$ cat src/rtl/uart_tx_pkg.sv
`timescale 1ns/1ps
package uart_tx_pkg;
  localparam int DATA_W  = 8;
  localparam int FRAME_W = DATA_W + 4;

  typedef struct packed {
    logic       load;
    logic       shift;
  } txStrobe_t;

  typedef struct packed {
    logic [1:0] len;
    logic       twoStop;
    logic       parEn;
    logic       evenSel;
    logic       stick;
  } frameCfg_t;

  // start + data(5..8) + parity + stop(1..2)
  function automatic logic [3:0] frameBits(frameCfg_t c);
    return 4'd7 + {2'b00, c.len} + {3'b000, c.parEn} + {3'b000, c.twoStop};
  endfunction
endpackage

$ cat src/rtl/uart_tx_dp.sv
`timescale 1ns/1ps
module uart_tx_dp
  import uart_tx_pkg::*;
#(
  parameter int DEPTH = 512,
  localparam int AW = $clog2(DEPTH),
  localparam int CW = $clog2(DEPTH + 1)
) (
  input  logic              clk,
  input  logic              rstN,
  input  logic [DATA_W-1:0] inData,
  input  logic              inValid,
  output logic              inReady,
  input  frameCfg_t         cfg,
  input  txStrobe_t         stb,
  output logic [CW-1:0]     fifoCount,
  output logic              fifoEmpty,
  output logic              frameBit
);
  logic [DATA_W-1:0]  mem [DEPTH];
  logic [AW-1:0]      wrPtr, rdPtr;
  logic [CW-1:0]      count;
  logic               push;
  logic [DATA_W-1:0]  headByte, masked;
  logic               xr, parBit;
  logic [3:0]         parPos;
  logic [FRAME_W-1:0] frame, shiftReg;

  assign inReady   = (count != CW'(DEPTH));
  assign push      = inValid && inReady;
  assign fifoEmpty = (count == '0);
  assign fifoCount = count;
  assign headByte  = mem[rdPtr];

  always_ff @(posedge clk) begin
    if (push) mem[wrPtr] <= inData;
  end

  always_ff @(posedge clk or negedge rstN) begin
    if (!rstN) begin
      wrPtr <= '0;
      rdPtr <= '0;
      count <= '0;
    end else begin
      if (push)
        wrPtr <= (wrPtr == AW'(DEPTH - 1)) ? '0 : wrPtr + 1'b1;
      if (stb.load)
        rdPtr <= (rdPtr == AW'(DEPTH - 1)) ? '0 : rdPtr + 1'b1;
      case ({push, stb.load})
        2'b10:   count <= count + 1'b1;
        2'b01:   count <= count - 1'b1;
        default: count <= count;
      endcase
    end
  end

  // Frame assembly, LSB first; unused upper positions stay 1 as stop bits
  always_comb begin
    masked = headByte & (8'hFF >> (2'd3 - cfg.len));
    xr     = ^masked;
    parBit = cfg.stick ? ~cfg.evenSel : (cfg.evenSel ? xr : ~xr);
    parPos = 4'd6 + {2'b00, cfg.len};
    frame  = '1;
    frame[0] = 1'b0;
    for (int i = 0; i < DATA_W; i++) begin
      if (i < 5 + int'(cfg.len)) frame[1 + i] = masked[i];
    end
    if (cfg.parEn) frame[parPos] = parBit;
  end

  always_ff @(posedge clk or negedge rstN) begin
    if (!rstN)          shiftReg <= '1;
    else if (stb.load)  shiftReg <= frame;
    else if (stb.shift) shiftReg <= {1'b1, shiftReg[FRAME_W-1:1]};
  end

  assign frameBit = shiftReg[0];

  AST_FIFO_BOUND: assert property (@(posedge clk) disable iff (!rstN)
    count <= CW'(DEPTH));
  AST_POP_NONEMPTY: assert property (@(posedge clk) disable iff (!rstN)
    stb.load |-> (count != '0));
endmodule

$ cat src/rtl/uart_tx_ctrl.sv
`timescale 1ns/1ps
module uart_tx_ctrl
  import uart_tx_pkg::*;
#(
  parameter int DIV_W = 16
) (
  input  logic             clk,
  input  logic             rstN,
  input  logic             txEnable,
  input  logic             fifoEmpty,
  input  frameCfg_t        cfg,
  input  logic [DIV_W-1:0] divM1,
  output txStrobe_t        stb,
  output logic             busy
);
  logic [DIV_W-1:0] divCnt;
  logic [3:0]       subCnt;
  logic [3:0]       bitsLeft;
  logic             divWrap, bitEnd;

  assign divWrap   = (divCnt >= divM1);
  assign bitEnd    = busy && divWrap && (subCnt == 4'hF);
  assign stb.load  = !busy && txEnable && !fifoEmpty;
  assign stb.shift = bitEnd;

  always_ff @(posedge clk or negedge rstN) begin
    if (!rstN) begin
      busy     <= 1'b0;
      divCnt   <= '0;
      subCnt   <= '0;
      bitsLeft <= '0;
    end else if (stb.load) begin
      busy     <= 1'b1;
      divCnt   <= '0;
      subCnt   <= '0;
      bitsLeft <= frameBits(cfg);
    end else if (busy) begin
      if (divWrap) begin
        divCnt <= '0;
        subCnt <= subCnt + 1'b1;
      end else begin
        divCnt <= divCnt + 1'b1;
      end
      if (bitEnd) begin
        bitsLeft <= bitsLeft - 1'b1;
        if (bitsLeft == 4'd1) busy <= 1'b0;
      end
    end
  end

  AST_BITS_WHILE_BUSY: assert property (@(posedge clk) disable iff (!rstN)
    busy |-> (bitsLeft != 4'd0));
endmodule

$ cat src/rtl/uart_tx_framer.sv
`timescale 1ns/1ps
module uart_tx_framer
  import uart_tx_pkg::*;
#(
  parameter int DEPTH = 512,
  parameter int DIV_W = 16,
  localparam int CW = $clog2(DEPTH + 1)
) (
  input  logic              clk,
  input  logic              rstN,
  input  logic [DATA_W-1:0] inData,
  input  logic              inValid,
  output logic              inReady,
  input  logic              txEnable,
  input  logic [DIV_W-1:0]  cfgDivM1,
  input  logic [1:0]        cfgLen,
  input  logic              cfgTwoStop,
  input  logic              cfgParEn,
  input  logic              cfgEvenSel,
  input  logic              cfgStick,
  input  logic              cfgBreak,
  input  logic              cfgLoop,
  input  logic              rxIn,
  output logic              txLine,
  output logic              loopRx,
  output logic [CW-1:0]     fifoCount,
  output logic              txEmpty
);
  frameCfg_t cfg;
  txStrobe_t stb;
  logic      fifoEmpty, frameBit, busy, txInt;

  assign cfg = '{len: cfgLen, twoStop: cfgTwoStop, parEn: cfgParEn,
                 evenSel: cfgEvenSel, stick: cfgStick};

  uart_tx_dp #(.DEPTH(DEPTH)) u_dp (
    .clk(clk), .rstN(rstN), .inData(inData), .inValid(inValid),
    .inReady(inReady), .cfg(cfg), .stb(stb), .fifoCount(fifoCount),
    .fifoEmpty(fifoEmpty), .frameBit(frameBit)
  );

  uart_tx_ctrl #(.DIV_W(DIV_W)) u_ctrl (
    .clk(clk), .rstN(rstN), .txEnable(txEnable), .fifoEmpty(fifoEmpty),
    .cfg(cfg), .divM1(cfgDivM1), .stb(stb), .busy(busy)
  );

  assign txInt   = cfgBreak ? 1'b0 : frameBit;
  assign txLine  = cfgLoop ? 1'b1 : txInt;
  assign loopRx  = cfgLoop ? txInt : rxIn;
  assign txEmpty = fifoEmpty && !busy;

  AST_EMPTY_IDLE: assert property (@(posedge clk) disable iff (!rstN)
    txEmpty |-> frameBit);
  AST_LOAD_ENABLED: assert property (@(posedge clk) disable iff (!rstN)
    $rose(busy) |-> $past(txEnable));
  AST_START_BIT: assert property (@(posedge clk) disable iff (!rstN)
    $rose(busy) |-> !frameBit);
endmodule

$ cat config.mk
export PLATFORM = sky130hd
export DESIGN_NAME = uart_tx_framer
export DESIGN_NICKNAME = d
export VERILOG_FILES = /design/src/rtl/uart_tx_pkg.sv /design/src/rtl/uart_tx_dp.sv /design/src/rtl/uart_tx_ctrl.sv /design/src/rtl/uart_tx_framer.sv
export SDC_FILE = /design/constraint.sdc
export NUM_CORES = 2
export LEC_CHECK = 0
export BUFFER_PORTS_ARGS = -buffer_cell sky130_fd_sc_hd__buf_2
export CELL_PAD_IN_SITES_DETAIL_PLACEMENT = 1
export CELL_PAD_IN_SITES_GLOBAL_PLACEMENT = 1
export CORE_MARGIN = 5
export CORE_UTILIZATION = 38
export DETAILED_ROUTE_END_ITERATION = 10
export PLACE_DENSITY_LB_ADDON = 0.25
export SLEW_MARGIN = 30
export SYNTH_ARGS = -nofsm -noshare
export SYNTH_HDL_FRONTEND = slang
export SYNTH_HIERARCHICAL = 1
export SYNTH_SLANG_ARGS = --single-unit
$ cat constraint.sdc
create_clock -name clk -period 4.45 [get_ports clk]
set_input_delay 0.2225 -clock clk [delete_from_list [all_inputs] [get_ports clk]]
set_output_delay 0.2225 -clock clk [all_outputs]
set_load 0.02 [all_outputs]
==> metrics.txt <==
status=complete, but fails checks; failing checks=setup timing; fin crit share=108%; Buf+Inv Stages, Crit Path=3; fmax=207 MHz; VDD IR max=0.000348 V; layout cells sized above 1=33.0%; Rel. slew slack=28.1%; CTS tree=done; final hold vios=0; Seq/Total Area, Yosys=76.4%; iteration-0 DRC count of the detailed router=12000; most frequent cells in the layout=4096 x edfxtp_1, 960 x mux4_2, 911 x buf_4; critical path class=reg -> reg; Gate Count Post-Synth=7778; fin area=196000 um2; DRC viols=0; Final Total Pwr=81.4 mW; DIE AREA=443000 um2; initial antenna violation count=45; prevailing post-synth register cell=edfxtp_1; multi-input combinational cell area=36600 um2; minimum clock period=4830 ps; Critical Path End Type=flip-flop; Worst Hold Class=in -> reg; leading cell type in the layout, fill and taps excluded=edfxtp_1; Initial Util=38.2%; Final Setup Violations=5; synth warn=6; total wire length=554000 um; pin slew with the least headroom to its limit=1070 ps; Post-DRT Antenna Nets=0; CP startpoint kind=flip-flop; total of max-cap violations=0; DPL Wire Length=364000 um; Critical Path RT=5340 ps; first-pass GRT wire length=762000 um; Crit path max-delay family=simple AND/OR/NAND/NOR gates; vias in the first global route=90400; Die X=665 um; total track usage=24.6%; Clock Path Buffers=4; P_leak=62.5 nW; Netlist Area Pre-Place=163000 um2; Detailed Routing Iterations Pass 1=5; Synth Area per Inst=21.0 um2; final setup margin=-376 ps; Inserted Clock Buffers=431; Avg WL per Cell=36.7 um; crit path cell chain=buf_12 > buf_12 > and3b_2 > and2_1 > buf_4 > nand2_1 > nand4_1 > or3_4 > nor4_4 > a211o_1 > xnor2_1 > xnor3_1 > mux2i_2 > mux2i_2 > a41oi_2; root buf cell=clkbuf_16; # clock sinks=4161; synth unique cells=97; total global routing overflow=0; FP Rows=240; I/O pin total=51; Seq cells post-synth=4161; # port buffers=50; unrepaired setup endpoints after global routing=yes; Largest stage delay, worst path=620 ps; CP max FO=6; Post-synth EDFFs=4096; max-slew violation count=0; fraction of registers with async set/reset=1.56%; Storage cell area=125000 um2; Core ar.=428000 um2; Clock Skews=81.5 ps; largest net degree at the start of global routing=137; Fill cells=39400; Layout area overhead=19.9%; Cell Pwr Density=416 nW/um2; placed cell area=178000 um2; via count=89500; Clock transition at path regs=60 ps; Slowest cell on crit path=dfrtp_1; Total Nets Final=9094; placer congestion estimate=0.894; H-tree depth=5; clock latency on the worst-skew pair=1000 ps; synthesized netlist net count=7856; via-per-instance ratio=5.94; Arr. time, crit path=5710 ps; Die Y=665 um
## cell type report
class	count	share of cell area (%)
inverters	46	0.0953
clock buffers	534	5.79
multi-input cells	3111	18.7
diodes	19	0.0243
repair buffers	1265	6.72
clock inverters	256	1.30
flip-flops and latches	4161	63.7
well taps	5687	3.64
## cells in the mapped netlist, drive strengths merged, types with 29 or more instances
cell / instances / area (um2)
edfxtp: 4096 / 123000
mux4: 960 / 21600
nor2: 611 / 2300
mux2i: 310 / 3110
buf: 299 / 2610
nand2: 214 / 806
clkbuf: 161 / 607
a22oi: 146 / 1100
o21ai: 114 / 574
o22ai: 109 / 682
a21oi: 75 / 375
nand3: 55 / 275
dfrtp: 53 / 1330
inv: 45 / 174
a221oi: 39 / 348
ha: 39 / 488
nand4: 37 / 238
nor2b: 29 / 186
## kinds of logic after synthesis
group	after synthesis	share of synthesized area [%]
adders and majority gates	41	0.324
buffers and inverters	506	2.08
muxes	1286	15.3
AOI/OAI and AO/OA	667	2.85
xor gates and xnor gates	27	0.162
DFF	4161	76.4
and+or+nand+nor	1090	2.94
## stage by stage
step,TNS [ps],hold WS (ps),cells,util [%],setup slack (ps)
floorplan,0,-73.1,7778,-,414
global placement,-7560,65.6,14100,41.5,-1930
detailed placement,-3570,70.4,14100,41.5,-944
CTS,-866,13.9,15000,45.5,-241
global route,-1880,122,15100,45.7,-423
finish,-1610,129,15100,45.7,-376
## metal layers
metal / track usage, % / vias up / wire (um)
li1: - / 34900 / -
met1: 34.5 / 48900 / 223000
met2: 38.3 / 4782 / 256000
met3: 4.68 / 894 / 51000
met4: 9.01 / 6 / 24000
met5: 0 / - / 40
## worst paths after layout
| check | startpoint | end | slack, ps | depth (start not counted) |
|---|---|---|---|---|
| worst min-delay path | cfgLen[0] | u_ctrl/bitsLeft[3]$_DFFE_PN0P_ | 130 | 6 |
| worst max-delay path | u_dp/rdPtr[7]$_DFFE_PN0P_ | u_dp/shiftReg[9]$_DFFE_PN1P_ | -380 | 15 |
| max in group asynchronous | rstN | u_dp/fifoCount[4]$_DFFE_PN0P_ | 3250 | 4 |
| worst max register to register | u_dp/rdPtr[7]$_DFFE_PN0P_ | u_dp/shiftReg[9]$_DFFE_PN1P_ | -380 | 15 |
| worst min register to register | u_ctrl/subCnt[3]$_DFFE_PN0P_ | u_ctrl/subCnt[3]$_DFFE_PN0P_ | 480 | 1 |
| min in group asynchronous | rstN | u_ctrl/divCnt[8]$_DFFE_PN0P_ | 390 | 4 |
## flip-flops by register name, summed over array words and instances (netlist names)
| signal | count |
|---|---|
| u_ctrl/bitsLeft | 4 |
| u_ctrl/busy | 1 |
| u_ctrl/divCnt | 16 |
| u_ctrl/subCnt | 4 |
| u_dp/fifoCount | 10 |
| u_dp/mem | 4096 |
| u_dp/rdPtr | 9 |
| u_dp/shiftReg | 12 |
| u_dp/wrPtr | 9 |
## power by group
part           internal [mW]  switching [mW]
Clock                   20.3            15.4
Combinational          0.460            1.90
Sequential              43.2           0.135
Total                   64.0            17.4
## worst register-to-register path: stages, from the launching register on
cell	delay (ps)
dfrtp_1	620
buf_12	200
buf_12	110
and3b_2	340
and2_1	370
buf_4	220
nand2_1	120
nand4_1	210
or3_4	510
nor4_4	470
a211o_1	210
xnor2_1	140
xnor3_1	450
mux2i_2	270
mux2i_2	360
a41oi_2	160
## what timing repair did
action                                 CTS  global route
gates cloned                            22             1
setup buffers                          107            54
gates resized for setup                240            87
setup endpoints to repair                4             6
hold buffers                            23             0
pin swaps                               35            42
endpoints found under the hold margin  905             0
Note: power is estimated with default switching activity, not from simulation.
